File: src/rtl/wdt_pkg.sv
package wdt_pkg;
  typedef enum logic [1:0] {
    REG_CNT_A = 2'd0,
    REG_CNT_B = 2'd1,
    REG_CTRL  = 2'd2,
    REG_STS   = 2'd3
  } wdt_reg_e;

  localparam int CTRL_EN_A  = 0;
  localparam int CTRL_EN_B  = 1;
  localparam int CTRL_MIN_B = 2;
  localparam int CTRL_W     = 3;

  localparam int STS_A = 0;
  localparam int STS_B = 1;
endpackage

File: src/rtl/wdt_prescaler.sv
module wdt_prescaler #(
  parameter int DIV = 60
) (
  input  logic clk,
  input  logic rst_n,
  input  logic clr,
  input  logic advance,
  output logic wrap
);
  localparam int PW = (DIV > 1) ? $clog2(DIV) : 1;

  logic [PW-1:0] pre;

  function automatic logic [PW-1:0] next_pre(input logic [PW-1:0] cur);
    if (cur == PW'(DIV - 1)) return '0;
    return cur + PW'(1);
  endfunction

  assign wrap = advance && !clr && (pre == PW'(DIV - 1));

  always_ff @(posedge clk) begin
    if (!rst_n)       pre <= '0;
    else if (clr)     pre <= '0;
    else if (advance) pre <= next_pre(pre);
  end

  AST_PRE_RANGE: assert property (@(posedge clk) disable iff (!rst_n)
    pre <= PW'(DIV - 1));
  AST_PRE_RESTART: assert property (@(posedge clk) disable iff (!rst_n)
    clr |=> pre == '0);
endmodule

File: src/rtl/wdt_chan.sv
module wdt_chan #(
  parameter int W = 7
) (
  input  logic         clk,
  input  logic         rst_n,
  input  logic         load,
  input  logic [W-1:0] load_val,
  input  logic         en,
  input  logic         step,
  input  logic         clr_sts,
  output logic [W-1:0] cnt,
  output logic         sts,
  output logic         expire
);
  logic live_step;

  function automatic logic [W-1:0] dec_sat(input logic [W-1:0] v);
    return (v == '0) ? '0 : v - W'(1);
  endfunction

  assign live_step = en && step && !load;
  assign expire    = live_step && (cnt <= W'(1));

  always_ff @(posedge clk) begin
    if (!rst_n)         cnt <= '0;
    else if (load)      cnt <= load_val;
    else if (live_step) cnt <= dec_sat(cnt);
  end

  always_ff @(posedge clk) begin
    if (!rst_n)       sts <= 1'b0;
    else if (expire)  sts <= 1'b1;
    else if (clr_sts) sts <= 1'b0;
  end

  AST_NO_WRAP: assert property (@(posedge clk) disable iff (!rst_n)
    (cnt == '0 && !load) |=> cnt == '0);
  AST_FROZEN: assert property (@(posedge clk) disable iff (!rst_n)
    (!en && !load) |=> $stable(cnt));
  AST_STEP_ONE: assert property (@(posedge clk) disable iff (!rst_n)
    (en && step && !load && cnt != '0) |=> cnt == $past(cnt) - W'(1));
  AST_EXPIRE_SETS: assert property (@(posedge clk) disable iff (!rst_n)
    expire |=> sts);
  AST_STICKY: assert property (@(posedge clk) disable iff (!rst_n)
    (sts && !clr_sts) |=> sts);
  AST_LOAD_WINS: assert property (@(posedge clk) disable iff (!rst_n)
    load |=> cnt == $past(load_val));
endmodule

File: src/rtl/dual_wdt.sv
module dual_wdt #(
  parameter int DW      = 16,
  parameter int A_W     = 7,
  parameter int B_W     = 9,
  parameter int B_MAX   = 256,
  parameter int MIN_DIV = 60
) (
  input  logic          clk,
  input  logic          rst_n,
  input  logic          tick_1hz,
  input  logic          wr_en,
  input  logic [1:0]    addr,
  input  logic [DW-1:0] wdata,
  output logic [DW-1:0] rdata,
  output logic          expired_a,
  output logic          expired_b
);
  import wdt_pkg::*;

  logic [CTRL_W-1:0] ctrl;
  logic              load_a, load_b, clr_a, clr_b, sts_wr;
  logic              pre_wrap, step_b;
  logic [A_W-1:0]    cnt_a;
  logic [B_W-1:0]    cnt_b;
  logic              sts_a, sts_b, expire_a, expire_b;

  function automatic logic [B_W-1:0] clamp_b(input logic [DW-1:0] v);
    if (v > DW'(B_MAX)) return B_W'(B_MAX);
    return v[B_W-1:0];
  endfunction

  assign load_a = wr_en && (addr == REG_CNT_A);
  assign load_b = wr_en && (addr == REG_CNT_B);
  assign sts_wr = wr_en && (addr == REG_STS);
  assign clr_a  = sts_wr && wdata[STS_A];
  assign clr_b  = sts_wr && wdata[STS_B];

  always_ff @(posedge clk) begin
    if (!rst_n)                         ctrl <= '0;
    else if (wr_en && addr == REG_CTRL) ctrl <= wdata[CTRL_W-1:0];
  end

  wdt_prescaler #(.DIV(MIN_DIV)) u_pre (
    .clk(clk), .rst_n(rst_n), .clr(load_b),
    .advance(tick_1hz && ctrl[CTRL_EN_B] && ctrl[CTRL_MIN_B]),
    .wrap(pre_wrap)
  );

  assign step_b = ctrl[CTRL_MIN_B] ? pre_wrap : tick_1hz;

  wdt_chan #(.W(A_W)) u_chan_a (
    .clk(clk), .rst_n(rst_n), .load(load_a), .load_val(wdata[A_W-1:0]),
    .en(ctrl[CTRL_EN_A]), .step(tick_1hz), .clr_sts(clr_a),
    .cnt(cnt_a), .sts(sts_a), .expire(expire_a)
  );

  wdt_chan #(.W(B_W)) u_chan_b (
    .clk(clk), .rst_n(rst_n), .load(load_b), .load_val(clamp_b(wdata)),
    .en(ctrl[CTRL_EN_B]), .step(step_b), .clr_sts(clr_b),
    .cnt(cnt_b), .sts(sts_b), .expire(expire_b)
  );

  always_comb begin
    unique case (addr)
      REG_CNT_A: rdata = DW'(cnt_a);
      REG_CNT_B: rdata = DW'(cnt_b);
      REG_CTRL:  rdata = DW'(ctrl);
      default:   rdata = DW'({sts_b, sts_a});
    endcase
  end

  assign expired_a = sts_a;
  assign expired_b = sts_b;

  AST_B_CAP: assert property (@(posedge clk) disable iff (!rst_n)
    cnt_b <= B_W'(B_MAX));
  AST_MIN_NO_TICK: assert property (@(posedge clk) disable iff (!rst_n)
    (ctrl[CTRL_MIN_B] && !pre_wrap && !load_b) |=> $stable(cnt_b));
  AST_EXPIRE_PAIR: assert property (@(posedge clk) disable iff (!rst_n)
    !(expire_a && !ctrl[CTRL_EN_A]) && !(expire_b && !ctrl[CTRL_EN_B]));
endmodule

File: config.mk
export PLATFORM = sky130hd
export DESIGN_NAME = dual_wdt
export DESIGN_NICKNAME = d
export VERILOG_FILES = /design/src/rtl/wdt_pkg.sv /design/src/rtl/wdt_prescaler.sv /design/src/rtl/wdt_chan.sv /design/src/rtl/dual_wdt.sv
export SDC_FILE = /design/constraint.sdc
export NUM_CORES = 1
export LEC_CHECK = 0
export ABC_AREA = 1
export BUFFER_PORTS_ARGS = -buffer_cell sky130_fd_sc_hd__buf_2
export CAP_MARGIN = 20
export CORE_MARGIN = 2
export CORE_UTILIZATION = 55
export CTS_CLUSTER_SIZE = 14
export DETAILED_ROUTE_END_ITERATION = 6
export GPL_TIMING_DRIVEN = 0
export PLACE_DENSITY = 0.89
export SLEW_MARGIN = 40
export SYNTH_ARGS = -nofsm -noshare
export SYNTH_HDL_FRONTEND = slang
export SYNTH_SLANG_ARGS = --single-unit
File: constraint.sdc
create_clock -name clk -period 1.6 [get_ports clk]
set_input_delay 0.08 -clock clk [delete_from_list [all_inputs] [get_ports clk]]
set_output_delay 0.08 -clock clk [all_outputs]
set_load 0.01 [all_outputs]
======== Word level (Yosys, flattened, before mapping) ========
Index checks and enable logic that the tools add are counted.
word-level totals
  bits in registers ....................... 27
  bits in latches ......................... 0
  RAM bits ................................ 0
  bits in read-only memories .............. 0
  input bits .............................. 22
  output and inout bits ................... 18
  logic and storage cells ................. 64
  memories ................................ 0
operators by class
  add/sub/neg operators ................... 3
  $mul .................................... 0
  divide/modulo/power cells ............... 0
  $lt $le $gt $ge ......................... 3
  equal/unequal tests ..................... 4
  shifts and indexed selects .............. 0
  muxes and demuxes ....................... 21
  bitwise gates (word level) .............. 1
  reductions and logical operators ........ 26
operators with widths
  operator                                                         number
  2-to-1 mux 9 bit                                                 5
  case mux 9 bit (3 select lines)                                  1
  2-to-1 mux 7 bit                                                 3
  > comparator 16 x 9 -> 1 bit (second input constant)             1
  logical AND 1 bit                                                16
  2-to-1 mux 6 bit                                                 2
  2-to-1 mux 1 bit                                                 10
  less-or-equal comparator 9 x 1 -> 1 bit (second input constant)  1
  logical NOT 9 bit                                                1
  subtractor 9 x 1 -> 9 bit (second input constant)                1
  nonzero test 2 bit                                               4
  less-or-equal comparator 7 x 1 -> 1 bit (second input constant)  1
  logical NOT 7 bit                                                1
  subtractor 7 x 1 -> 7 bit (second input constant)                1
  adder 6 x 1 -> 6 bit (second input constant)                     1
  == test 6 bit (second input constant)                            1
  == test 2 bit (second input constant)                            2
  == test 2 x 1 -> 1 bit (second input constant)                   1
  logical NOT 1 bit                                                2
  logical NOT 2 bit                                                1
  OR reduction 2 bit                                               1
  inverter 1 bit                                                   1

======== Logic depth before layout (Yosys ltp) ========
Gate-level depths: netlist of the first run.
  depth in word-level cells ............... 10
  gate-level depth with buffers ........... 9

======== Cells and area by module ========
From an unflattened synthesis of the first run, not the netlist that was laid out.
unflattened totals
  cell total of the unflattened synthesis .. 339
  area total of the unflattened synthesis .. 2118.3 um^2
modules (own cells, without submodules)
  module               times used  cells an instance  area an instance (um^2)  sequential area each (um^2)
  wdt_chan (u_chan_b)  1           110                698.2                    200.2
  wdt_chan (u_chan_a)  1           90                 566.8                    160.2
  dual_wdt             1           90                 545.5                    60.1
  wdt_prescaler        1           49                 307.8                    120.1

======== Worst setup path before layout of the first run ========
Ideal clock, no wire load.
  kind .................................... reg2reg
  start ................................... register u_chan_b.cnt[0]
  end ..................................... register u_chan_b.cnt[4]
  library setup time ...................... 0.132 ns
  data arrival time ....................... 1.287 ns
  path slack .............................. 0.181 ns
  stages on the path, launching flop included .. 10
  path buffers ............................ 0
  period minus slack after synthesis ...... 1.419 ns
  cells stage by stage .................... dfxtp_1 > inv_1 > ha_1 > nand2_1 > nor2_1 > nand2_1 > nand3_1 > nand2_1 > nand2_1 > a21oi_2
on the way
  word-level cells in the longest chain between the ends .. 4
  elaborated cells on any way between the ends .. 5
  those cells by class .................... add/sub: 1; mux: 3; reduce/logical: 1
RTL lines
  item                                                                   line            RTL
  from (decl)                                                            wdt_chan.sv:11  output logic [W-1:0] cnt,
  from (signal assigned)                                                 wdt_chan.sv:26  else if (load) cnt <= load_val;
  from (signal assigned)                                                 wdt_chan.sv:27  else if (live_step) cnt <= dec_sat(cnt);
  subtractor 9 x 1 -> 9 bit / logical NOT 9 bit (equally long branches)  wdt_chan.sv:18  return (v == '0) ? '0 : v - W'(1);
  2-to-1 mux 9 bit *                                                     wdt_chan.sv:18
  2-to-1 mux 9 bit *                                                     wdt_chan.sv:27
  2-to-1 mux 9 bit *                                                     wdt_chan.sv:26
Every way passes the cells marked *; elsewhere a longest branch is shown, timed or not. The select of a mux whose other input is x is not followed.
A chain may end at the register's enable or synchronous reset.

======== Worst setup path in the final report of the first run ========
  start ................................... register u_chan_b.cnt[0]
  end ..................................... register u_chan_b.cnt[3]
Same word-level chain as after synthesis.

==> results of run 1 <==
flip-flops by register name (all words and copies together) (netlist names):
name / count
u_chan_b.cnt: 9
u_chan_a.sts: 1
u_chan_a.cnt: 7
u_chan_b.sts: 1
ctrl: 3
u_pre.pre: 6
cells in the mapped netlist:
cell type / instances / area share
sky130_fd_sc_hd__o22ai_1: 4 / 0.013
sky130_fd_sc_hd__o211ai_1: 2 / 0.0079
sky130_fd_sc_hd__nand2_8: 1 / 0.011
sky130_fd_sc_hd__o21ai_2: 1 / 0.0046
sky130_fd_sc_hd__nor2_1: 32 / 0.063
sky130_fd_sc_hd__xor2_1: 8 / 0.037
sky130_fd_sc_hd__inv_1: 33 / 0.065
sky130_fd_sc_hd__nand2_1: 65 / 0.13
sky130_fd_sc_hd__nand3_1: 28 / 0.074
sky130_fd_sc_hd__a31oi_1: 4 / 0.013
sky130_fd_sc_hd__ha_1: 6 / 0.040
sky130_fd_sc_hd__nand3b_1: 1 / 0.0040
sky130_fd_sc_hd__clkbuf_1: 1 / 0.0020
sky130_fd_sc_hd__buf_6: 1 / 0.0059
sky130_fd_sc_hd__nand4_1: 17 / 0.056
sky130_fd_sc_hd__clkinv_1: 2 / 0.0040
sky130_fd_sc_hd__a21oi_1: 16 / 0.042
sky130_fd_sc_hd__buf_4: 7 / 0.028
sky130_fd_sc_hd__nand3_2: 2 / 0.011
sky130_fd_sc_hd__nand2_4: 2 / 0.012
sky130_fd_sc_hd__o21ai_1: 1 / 0.0026
sky130_fd_sc_hd__conb_1: 1 / 0.0020
sky130_fd_sc_hd__nor3b_1: 4 / 0.016
sky130_fd_sc_hd__nand2_2: 1 / 0.0033
sky130_fd_sc_hd__nor3_1: 4 / 0.011
sky130_fd_sc_hd__a21oi_2: 2 / 0.0092
sky130_fd_sc_hd__o2111ai_1: 3 / 0.014
sky130_fd_sc_hd__o21ai_0: 8 / 0.021
sky130_fd_sc_hd__buf_2: 1 / 0.0026
sky130_fd_sc_hd__dfxtp_1: 27 / 0.29
sky130_fd_sc_hd__nor2_4: 2 / 0.012
per-layer routing:
layer,track usage,vias to the layer above,wire [um]
met5,0,-,0
met4,0.106,0,63
met3,0.0306,7,229
met2,0.410,64,2260
met1,0.297,876,2000
li1,-,1038,-
through the flow:
stage,instance area (um^2),util,TNS (ns)
after floorplan,1920,-,0
after global placement,2140,0.645,-0.103
after detailed placement,2140,0.645,-0.474
after CTS,2170,0.655,0
after global routing,2200,0.664,0
final,2200,0.664,0
power groups by stage:
stage	clock [mW]	combinational, mW	sequential [mW]
3_3_place_gp	0	0.540	0.755
4_1_cts	0.308	0.560	0.741
3_5_place_dp	0	0.553	0.756
6_report	0.309	0.601	0.744
5_1_grt	0.351	0.689	0.749
2_1_floorplan	0	0.420	0.747
worst min-delay path by stage:
stage                                         endpoint  slack, ns
after global placement    u_chan_a.cnt[4]$_SDFFE_PN0P_       0.38
after detailed placement  u_chan_a.cnt[5]$_SDFFE_PN0P_       0.38
after CTS                 u_chan_a.cnt[5]$_SDFFE_PN0P_       0.02
after floorplan                   ctrl[0]$_SDFFE_PN0P_       0.22
final                     u_chan_a.cnt[4]$_SDFFE_PN0P_       0.02
after global routing      u_chan_a.cnt[4]$_SDFFE_PN0P_       0.01
logic make-up after synthesis:
| family | synth area share |
|---|---|
| buffers and inverters | 0.108 |
| DFF | 0.285 |
| and+or+nand+nor | 0.401 |
| adders and majority gates | 0.0396 |
| AOI/OAI and AO/OA | 0.128 |
| other | 0.00198 |
| xor gates and xnor gates | 0.0370 |
worst reg2reg max path: stages, from the launching register on:
cell,delay [ns]
sky130_fd_sc_hd__dfxtp_2,0.38
sky130_fd_sc_hd__inv_2,0.10
sky130_fd_sc_hd__ha_2,0.23
sky130_fd_sc_hd__nand2_1,0.13
sky130_fd_sc_hd__nor2_4,0.16
sky130_fd_sc_hd__nand2_4,0.09
sky130_fd_sc_hd__nand3_1,0.09
sky130_fd_sc_hd__nand2_1,0.07
sky130_fd_sc_hd__nand2_1,0.06
sky130_fd_sc_hd__a21oi_1,0.05
timing repair:
action                                 CTS  global route
setup endpoints to repair                8            13
hold buffers                             0             1
pin swaps                                0             0
resized for setup                        3             8
endpoints found under the hold margin    0             1
final cells by class:
type,count,share of cell area
repair buffers,33,0.0774
multi-input cells,221,0.544
flip-flops and latches,27,0.247
plain buffers,10,0.0330
clock buffers,3,0.0102
clock inverters,1,0.00228
inverters,35,0.0597
well taps,46,0.0262
cell usage in the layout, fill, tap and decap left out, types with 4 or more instances in the layout:
master                    count
sky130_fd_sc_hd__nand4_1     17
sky130_fd_sc_hd__xor2_1       8
sky130_fd_sc_hd__nand3_1     28
sky130_fd_sc_hd__o22ai_1      4
sky130_fd_sc_hd__nor3_1       4
sky130_fd_sc_hd__conb_1       7
sky130_fd_sc_hd__a21oi_1     16
sky130_fd_sc_hd__nor3b_1      4
sky130_fd_sc_hd__buf_2       33
sky130_fd_sc_hd__dfxtp_1     24
sky130_fd_sc_hd__buf_4        7
sky130_fd_sc_hd__nor2_1      29
sky130_fd_sc_hd__a31oi_1      4
sky130_fd_sc_hd__o21ai_0      8
sky130_fd_sc_hd__nand2_1     64
sky130_fd_sc_hd__inv_1       32
sky130_fd_sc_hd__ha_1         5
==> run summary, run 1 <==
The number of H-tree levels was 1. The number of antenna diodes in the final layout is 0. The count of buffering cells on the critical path with inverters included was 1; the total length of routed wires was 4560 um.

The tools report the final setup violation count as 0. Counting distinct cell types in the post-synthesis netlist gives 31. First-pass GRT wire length: 7660 um. Final RePlAce weighted congestion: 0.867.

The Yosys step of the flow raised 0 warnings. Max-cap violations in this run came to 0. After detailed routing, the average wire length per cell comes to 12.1 um. The pin count of the biggest net entering global routing is 16, and the count of input and output buffers is 32. The launching element type of the critical path is a flop. The floorplan has 21 rows. The overall routing resource usage was 0.238; the switching power as a share of total power was 0.375.

The internal power of the cells totals 1.03 mW. In this run the worst setup path begins at u_chan_b.cnt[0]$_SDFFE_PN0P_. The critical path goes through inv_2 -> ha_2 -> nand2_1 -> nor2_4 -> nand2_4 -> nand3_1 -> nand2_1 -> nand2_1 -> a21oi_1. The tools report the number of nets at the end of the flow as 359.

The flow ran to the end, and the final reports show no timing, DRC or antenna violations. For the data arrival time of the critical path, the log shows 1.71 ns. The floorplan step defined a die boundary enclosing 3930 um^2. The critical path data required time is 1.82 ns. The dominant cell type by count on the critical path was sky130_fd_sc_hd__nand2_1. The tree built by TritonCTS fans out to 27 sinks. On the worst path, the slowest cell contributes a delay of 0.38 ns. The run gives 0.959 nW as the leakage power. The first routing iteration left 186 violations. After synthesis the netlist holds a flip-flop and latch count of 27. The worst hold path depth came out at 3.

The logs give 0.34 ns for the clock latency on the worst-skew pair and 0 for the number of hold-slack violations in the final timing report. The path class of the tightest hold or removal check is in -> reg. The register area share after synthesis was 0.285; the via density per instance was 5.28.

The aggregate global routing overflow came out at 0. STA classifies the critical path endpoint as a flop. The die is 62.7 um wide. The clock buffer count from CTS was 3; the total half-perimeter wirelength after legalization and detailed placement was 3640 um.

Register cell area after layout: 544 um^2. The total area inside the core boundary comes to 3310 um^2. The number of standard cells after synthesis was 287; the post-CTS clock slew at the launch and capture registers of the worst setup and hold paths was 0.15 ns. The clock period minus worst slack is 1.49 ns. The kind of critical path is reg -> reg.

The number of buffers added for setup after CTS was 0. For the number of antenna violations at the first check in global routing, the log shows 0. Measured in cells, the most critical reg-to-reg path has a length of 9. The logs give 40 for the top-level port count and 4 for the first-pass detailed-route iteration total. After layout, the worst setup slack is 0.111 ns. The analysis attributes to net switching a power of 0.620 mW.

For the total area of multi-input combinational cells, the log shows 1200 um^2. Tightest slew margin relative to the limit: 0.607. Timing would allow up to 0.672 GHz. The die is 62.7 um tall.

The pin slew with the least headroom to its limit was 0.589 ns. Including well taps, the total number of placed cells is 371. The setup slack after placement came out at -0.0941 ns. The run gives 1900 um^2 as the area of the mapped netlist.

The worst flop-to-flop path endpoint is u_chan_b.cnt[3]$_SDFFE_PN0P_. The share of cells above drive strength 1 was 0.197; the number of non-filler instances in the completed layout was 376. The fraction of power consumed by sequential logic was 0.450; the power consumption was 1.65 mW. Among all stages on the critical path, the largest delay is contributed by sky130_fd_sc_hd__dfxtp_2. For the number of max-slew violations in the final report, the log shows 0. The count of nets left with antenna violations once routing finished came out at 0. The run gives 0.363 as the combinational share of power. The timing endpoint of the critical path is u_chan_b.cnt[3]$_SDFFE_PN0P_. The final period utilization is 0.931.

The total via count in the routed design was 1985; the effective utilization at floorplan was 0.573. Across all register-to-register paths, the minimum setup slack is 0.11 ns. The startpoint of the lowest-slack register-to-register path was u_chan_b.cnt[0]$_SDFFE_PN0P_. The layout overhead on the synthesized area came out at 16.0%. TritonCTS built the clock tree. Critical path depth: 9.

Final hold analysis gives a worst-case slack of 0.0229 ns. The tools report the cell chosen for the clock root as sky130_fd_sc_hd__clkbuf_4. Averaged over all synthesized cells, the footprint is 6.60 um^2. Part of the power in the clock network: 0.187.

For the number of global-route vias before repair, the log shows 1771. Broken down by cell family, the worst path's largest delay share belongs to simple AND/OR/NAND/NOR gates. After detailed routing, the number of remaining DRC violations is 0. The setup clock skew after layout was 0.00265 ns.

For the largest buffer count on any clock path, the log shows 2. The number of filler cells placed in the layout was 316. Setup repair after global routing left no endpoint under its margin.

The tools report the hold path startpoint as wdata[4]. Across the VDD grid, the largest voltage drop is 0.392 mV. Worst-path maximum fanout: 8. Dividing total power by cell area gives a power density of 752 nW/um^2.
Power figures use the tool's default switching activity.
==> inputs of run 2 (changes only) <==
--- a/config.mk
+++ b/config.mk
@@ -9,11 +9,12 @@
 export BUFFER_PORTS_ARGS = -buffer_cell sky130_fd_sc_hd__buf_2
 export CAP_MARGIN = 20
 export CORE_MARGIN = 2
-export CORE_UTILIZATION = 55
+export CORE_UTILIZATION = 59
 export CTS_CLUSTER_SIZE = 14
 export DETAILED_ROUTE_END_ITERATION = 6
 export GPL_TIMING_DRIVEN = 0
-export PLACE_DENSITY = 0.89
+export PLACE_DENSITY = 0.94
+export SETUP_SLACK_MARGIN = 0.4
 export SLEW_MARGIN = 40
 export SYNTH_ARGS = -nofsm -noshare
 export SYNTH_HDL_FRONTEND = slang
==> constraint.sdc (replaced) <==
create_clock -name clk -period 1.85 [get_ports clk]
set_input_delay 0.0925 -clock clk [delete_from_list [all_inputs] [get_ports clk]]
set_output_delay 0.0925 -clock clk [all_outputs]
set_load 0.01 [all_outputs]
==> run summary, run 2 (same netlist as run 1, synthesis figures left out) <==
Clock-pin slew was measured on the worst setup and hold paths at 0.17 ns. 40 I/O pins were placed. The wire-length estimate of the detail-placed layout is 3540 um. The launching element type of the critical path is a flop. The effective utilization at floorplan is 0.621, and the layout overhead on the synthesized area is 25.5%. The routed design has 5270 um of wire. The tool flagged a number of max-cap violations equal to 0. The root buffer cell chosen for the clock tree is sky130_fd_sc_hd__clkbuf_4. For this run, the post-layout net count is 369. For the number of hold-slack violations in the final timing report, the log shows 0.

STA classifies the critical path endpoint as a flop. The cell with the biggest individual delay on the critical path is sky130_fd_sc_hd__dfxtp_4. In this run the worst hold path is classified as in -> reg. The number of max-slew violations in the final report came out at 0.

In this run the standard cell core region covers 3050 um^2. The first routing iteration left 244 violations. The leakage power is 1.02 nW. CTS saw 27 sinks. By instance count, the cell type seen most on the critical path is sky130_fd_sc_hd__nand2_1.

The count of buffers added on input and output ports is 32. The count of buffering cells on the critical path with inverters included was 1; the floorplan row count was 20. The share of cells above drive strength 1 works out to 0.276. The tools report the clock buffer count from CTS as 3. The pin count of the biggest net entering global routing is 18, and the average routed wire per standard cell is 13.7 um. Hold repair after CTS inserted 0 buffers. The final period utilization works out to 0.750. For the worst setup path, the data arrival time is 1.62 ns. At the later pin of the worst-skew pair, clock insertion delay measures 0.35 ns.

Between clock sinks in the finished design, the worst skew comes to 0.0108 ns. The register with the most flip-flops in the layout has 9 of them. The clock passes through at most 2 buffers.

Largest delay contributor family on the critical path: simple AND/OR/NAND/NOR gates. The run finished with clean final reports. For the aggregate negative setup slack, the log shows 0 ns.

u_chan_b.cnt holds more flip-flops than any other register. For the final RePlAce weighted congestion, the log shows 0.950. Setup repair after global routing could not meet its margin everywhere. For the number of antenna violations at the first check in global routing, the log shows 0.

The power consumption was 1.55 mW; the overall die width was 60.7 um. Walking the worst path, the cells encountered are inv_4 -> ha_4 -> nand2_2 -> nor2_4 -> nand2_4 -> nand3_1 -> nand2_1 -> nand2_1 -> a21oi_2. The repair_antennas step left the layout with diodes totalling 0. The number of filler cells placed in the layout is 215, and the final setup violation count is 0. The worst ir drop on vdd is 0.422 mV, and the first-pass detailed-route iteration total is 5. TritonCTS built the clock tree. The die covers 3680 um^2. In the final layout, the registers with the most flip-flops are u_chan_b.cnt (9), u_chan_a.cnt (7), u_pre.pre (6).

The count of nets left with antenna violations once routing finished came out at 0. For the number of global-route vias before repair, the log shows 1817. Most frequent standard cell in the layout excluding fill and tap cells: sky130_fd_sc_hd__nand2_1.

For this run, the slowest stage of the critical path takes 0.40 ns. For the finished layout, the period the worst path requires is 1.39 ns. In the routed layout, each cell is associated on average with a via count of 5.58. The setup path with the least slack is of type reg -> reg. For the pin with the worst max-slew slack, the measured transition is 0.605 ns. For this design the ratio of total power to cell area is 651 nW/um^2.

The overall routing resource usage is 0.275, and the upper clock frequency limit is 0.720 GHz. Critical path data required time: 2.08 ns. The number of H-tree levels is 1. Aggregate global routing overflow: 0.

The total via count in the routed design was 2144; the worst-path maximum fanout was 8. The first global-routing pass estimated 7710 um of wire. The top cell types in the final layout, fill and taps aside, are sky130_fd_sc_hd__nand2_1, sky130_fd_sc_hd__buf_2, sky130_fd_sc_hd__inv_1. The tightest slew margin relative to the limit was 0.597. For this run, design rule violations remaining after detail routing come to 0. In this run the vertical extent of the chip is 60.7 um.
==> run 2: what timing repair did <==
| action | in CTS | in global routing |
|---|---|---|
| buffers inserted | 2 | 7 |
| pin swaps | 2 | 11 |
| endpoints found under the setup margin | 11 | 15 |
| cloned | 0 | 2 |
| gates resized for setup | 12 | 30 |
==> run 2: metrics by stage <==
stage               hold slack, ns  cells  setup WS (ns)   util  instance area [um^2]
global route                0.0225    384          0.367  0.780                  2380
finish                      0.0171    384          0.462  0.780                  2380
global placement             0.392    369          0.192  0.699                  2130
floorplan                    0.231    293          0.431      -                  1920
detailed placement           0.405    369          0.153  0.699                  2130
CTS                         0.0123    375          0.413  0.725                  2210
==> run 2: worst paths after layout <==
check | from | endpoint | slack, ns | cells past startpoint
worst max-delay path | u_chan_b.cnt[1]$_SDFFE_PN0P_ | u_chan_b.cnt[3]$_SDFFE_PN0P_ | 0.46 | 9
worst min-delay path | rst_n | ctrl[2]$_SDFFE_PN0P_ | 0.02 | 3
worst max register to register | u_chan_b.cnt[1]$_SDFFE_PN0P_ | u_chan_b.cnt[3]$_SDFFE_PN0P_ | 0.46 | 9
worst min register to register | ctrl[0]$_SDFFE_PN0P_ | ctrl[0]$_SDFFE_PN0P_ | 0.48 | 2
==> run 2: metal layers <==
layer,vias up,GRT usage,share of wire
li1,1059,-,-
met1,979,0.347,0.42
met2,87,0.472,0.50
met3,19,0.0384,0.064
met4,0,0.112,0.023
met5,-,0,0
==> run 2: layout make-up <==
cell class,count,area [um^2],share of cell area
Buffer,10,72.6,0.0305
Clock buffer,3,22.5,0.00946
Clock inverter,1,8.76,0.00368
Inverter,35,136,0.0573
Multi-Input combinational cell,223,1290,0.544
Sequential cell,27,562,0.236
Tap cell,44,55.1,0.0231
Timing Repair Buffer,41,228,0.0957
==> run 2: worst reg2reg max path, cell delays in order, from the launching register on <==
cell,delay (ns)
sky130_fd_sc_hd__dfxtp_4,0.40
sky130_fd_sc_hd__inv_4,0.07
sky130_fd_sc_hd__ha_4,0.15
sky130_fd_sc_hd__nand2_2,0.09
sky130_fd_sc_hd__nor2_4,0.15
sky130_fd_sc_hd__nand2_4,0.11
sky130_fd_sc_hd__nand3_1,0.10
sky130_fd_sc_hd__nand2_1,0.07
sky130_fd_sc_hd__nand2_1,0.08
sky130_fd_sc_hd__a21oi_2,0.05
==> run 2: power by group <==
part,internal [mW],total (mW),switching (mW)
registers,0.609,0.646,0.0363
clock network,0.0886,0.295,0.206
logic,0.240,0.608,0.369
==> inputs of run 3 (changes only) <==
--- a/config.mk
+++ b/config.mk
@@ -9,11 +9,11 @@
 export BUFFER_PORTS_ARGS = -buffer_cell sky130_fd_sc_hd__buf_2
 export CAP_MARGIN = 20
 export CORE_MARGIN = 2
-export CORE_UTILIZATION = 59
+export CORE_UTILIZATION = 49
 export CTS_CLUSTER_SIZE = 14
 export DETAILED_ROUTE_END_ITERATION = 6
 export GPL_TIMING_DRIVEN = 0
-export PLACE_DENSITY = 0.94
+export PLACE_DENSITY = 0.85
 export SETUP_SLACK_MARGIN = 0.4
 export SLEW_MARGIN = 40
 export SYNTH_ARGS = -nofsm -noshare
==> constraint.sdc (replaced) <==
create_clock -name clk -period 1.2 [get_ports clk]
set_input_delay 0.06 -clock clk [delete_from_list [all_inputs] [get_ports clk]]
set_output_delay 0.06 -clock clk [all_outputs]
set_load 0.01 [all_outputs]
==> run summary, run 3 (same netlist as run 1, synthesis figures left out) <==
TritonCTS built the clock tree. The overall routing resource usage came out at 0.292. The floorplan step defined a core boundary enclosing 3690 um^2. Leaving out filler cells and counting taps, the final layout contains 407. Pin placement for this block handled 40 I/O pins. Entering global routing, the biggest net connects 16 pins.

The run finished, with violations left. The final reports fail on design-rule violations, negative setup slack. The tools report the endpoint class of the critical path as a flop.

The setup clock skew after layout is 0.0150 ns, and the power density normalized to cell area is 931 nW/um^2. For this design, the sink count on the clock tree is 27. At the later pin of the worst-skew pair, clock insertion delay measures 0.28 ns. Worst reg-to-reg path cell count: 6. Walking the worst path, the cells encountered are nor2_4 -> buf_4 -> nand4_1 -> xor2_1 -> nand2_1 -> a31oi_1. Setup repair after global routing could not meet its margin everywhere. The least setup slack across all paths after layout was -0.228 ns. Leaving out fill and tap cells, the most frequent cells in the layout are sky130_fd_sc_hd__nand2_1, sky130_fd_sc_hd__buf_2, sky130_fd_sc_hd__buf_4. Register with the most flip-flops: u_chan_b.cnt. The first-pass detailed-route iteration total is 7. Summing internal, switching and leakage power gives 2.73 mW.

The logs give 0 for the remaining antenna violation count after routing and 0 for the number of antenna violations at the first check in global routing. The run gives 3 as the clock buffer count from CTS. The number of global-route vias before repair was 2197. The via density per instance was 6.07; the hold-fix buffer count after cts was 0. The number of flip-flops under the largest register name works out to 9. The smallest clock period supported by the final layout is computed as 1.43 ns.

The pin slew with the least headroom to its limit was 0.784 ns. The count of input and output buffers was 32. Aggregate global routing overflow: 0. The final period utilization works out to 1.19. The tightest slew margin relative to the limit came out at 0.477. The post-CTS clock slew at the launch and capture registers of the worst setup and hold paths works out to 0.11 ns. The placed cell count is 373. The count of buffering cells on the critical path with inverters included is 1.

The worst hold path belongs to the class in -> reg. The aggregate negative setup slack came out at -1.50 ns. The tools report the number of hold-slack violations in the final timing report as 0. The largest individual stage delay along the critical path comes from the cell sky130_fd_sc_hd__dfxtp_4. Largest buffer count on any clock path: 2. Timing endpoint of the critical path: u_chan_a.cnt[6]$_SDFFE_PN0P_.

The run gives 0.688 mV as the worst ir drop on vdd. Counting buffers and inverters, the worst setup path is 6 cells deep. The overall die width was 66.2 um; the first-pass GRT wire length was 9920 um. In this design, the stage delay of the slowest critical-path cell is 0.38 ns. The total length of routed wires is 7230 um. For the number of max-slew violations in the final report, the log shows 0. The first element of the critical path is u_chan_a.cnt[3]$_SDFFE_PN0P_. Detailed placement ended at an HPWL of 3770 um. After the first detailed-routing iteration, the DRC count stood at 358.

The library cell used most frequently in the layout, excluding fill and tap cells, is sky130_fd_sc_hd__nand2_1. The final RePlAce weighted congestion was 0.931. For the number of inserted diodes, the log shows 0. The layout overhead on the synthesized area came out at 54.7%. The tree is rooted in a sky130_fd_sc_hd__clkbuf_8. The setup check on the worst reg-to-reg path leaves a slack of -0.23 ns. The tool flagged a number of max-cap violations equal to 0. The number of nets at the end of the flow is 388. The floorplan step defined a die boundary enclosing 4380 um^2.

The final routed DRC violation total is 1, and the floorplan die height is 66.2 um. The worst flop-to-flop path endpoint is u_chan_a.cnt[6]$_SDFFE_PN0P_. The largest delay contributor family on the critical path was flip-flops.

The share of cells above drive strength 1 came out at 0.504. For this block, the via count after detailed routing is 2469. The average routed wire per standard cell came out at 17.8 um. Worst hold path depth: 3.

Data on the critical path is required at its endpoint by 1.39 ns. The number of H-tree levels is 1, and the upper clock frequency limit is 0.700 GHz. Setup violations remaining at the end of the flow were counted as 20. Fill cells in the final layout number 223. The largest registers in the layout are u_chan_b.cnt (9), u_chan_a.cnt (7), u_pre.pre (6).

For the effective utilization at floorplan, the log shows 0.514. For the leakage power, the log shows 1.19 nW. The critical path is of the reg -> reg type.

Of all nets on the critical path, the largest fanout is 4. The logs give 1.62 ns for the data arrival time of the critical path and 22 for the floorplan row count. STA classifies the critical path startpoint as a flop. The worst register-to-register path begins at u_chan_a.cnt[3]$_SDFFE_PN0P_.
[run 3: worst min-delay path by stage]
stage	startpoint	end	slack, ns
2_1_floorplan	rst_n	ctrl[1]$_SDFFE_PN0P_	0.19
3_3_place_gp	wdata[4]	u_chan_a.cnt[4]$_SDFFE_PN0P_	0.34
3_5_place_dp	wdata[4]	u_chan_a.cnt[4]$_SDFFE_PN0P_	0.36
4_1_cts	wdata[4]	u_chan_a.cnt[4]$_SDFFE_PN0P_	0.03
5_1_grt	wdata[4]	u_chan_a.cnt[4]$_SDFFE_PN0P_	0.06
6_report	wdata[4]	u_chan_a.cnt[4]$_SDFFE_PN0P_	0.06
[run 3: what timing repair did]
action / in CTS / in global routing
setup buffers: 22 / 6
cloned: 2 / 0
gates resized for setup: 68 / 42
endpoints found under the setup margin: 35 / 36
pin swaps: 28 / 15
[run 3: per-layer routing]
metal | wire (um) | part of all wire | vias up | track usage
met5 | 0 | 0 | - | 0
met4 | 493 | 0.068 | 0 | 0.148
met3 | 696 | 0.096 | 69 | 0.0528
met2 | 3570 | 0.49 | 175 | 0.511
met1 | 2470 | 0.34 | 1126 | 0.337
li1 | - | - | 1099 | -
[run 3: per-stage QoR]
stage | hold slack (ns) | setup WS (ns) | area (um^2) | utilization
after CTS | 0.0343 | -0.0598 | 2710 | 0.735
after detailed placement | 0.357 | -0.176 | 2280 | 0.619
after global routing | 0.0606 | -0.290 | 2930 | 0.795
final | 0.0552 | -0.228 | 2930 | 0.795
after global placement | 0.344 | -0.155 | 2280 | 0.619
after floorplan | 0.188 | -0.00622 | 2060 | -
[run 3: worst register-to-register path, cell delays in order, from the launching register on]
cell,delay [ns]
sky130_fd_sc_hd__dfxtp_4,0.38
sky130_fd_sc_hd__nor2_4,0.18
sky130_fd_sc_hd__buf_4,0.17
sky130_fd_sc_hd__nand4_1,0.10
sky130_fd_sc_hd__xor2_1,0.18
sky130_fd_sc_hd__nand2_1,0.10
sky130_fd_sc_hd__a31oi_1,0.22
[run 3: layout make-up]
cell class,instances,area (um^2),area share
Clock inverter,1,5.00,0.00171
Multi-Input combinational cell,223,1580,0.538
Tap cell,48,60.1,0.0205
Inverter,35,153,0.0521
Sequential cell,27,596,0.203
Timing Repair Buffer,60,428,0.146
Buffer,10,72.6,0.0248
Clock buffer,3,41.3,0.0141
[run 3: power breakdown]
part	leakage [nW]	total, mW	internal [mW]	switching (mW)
combinational	0.928	1.17	0.487	0.688
sequential	0.233	1.01	0.937	0.0719
clock	0.0255	0.547	0.234	0.313
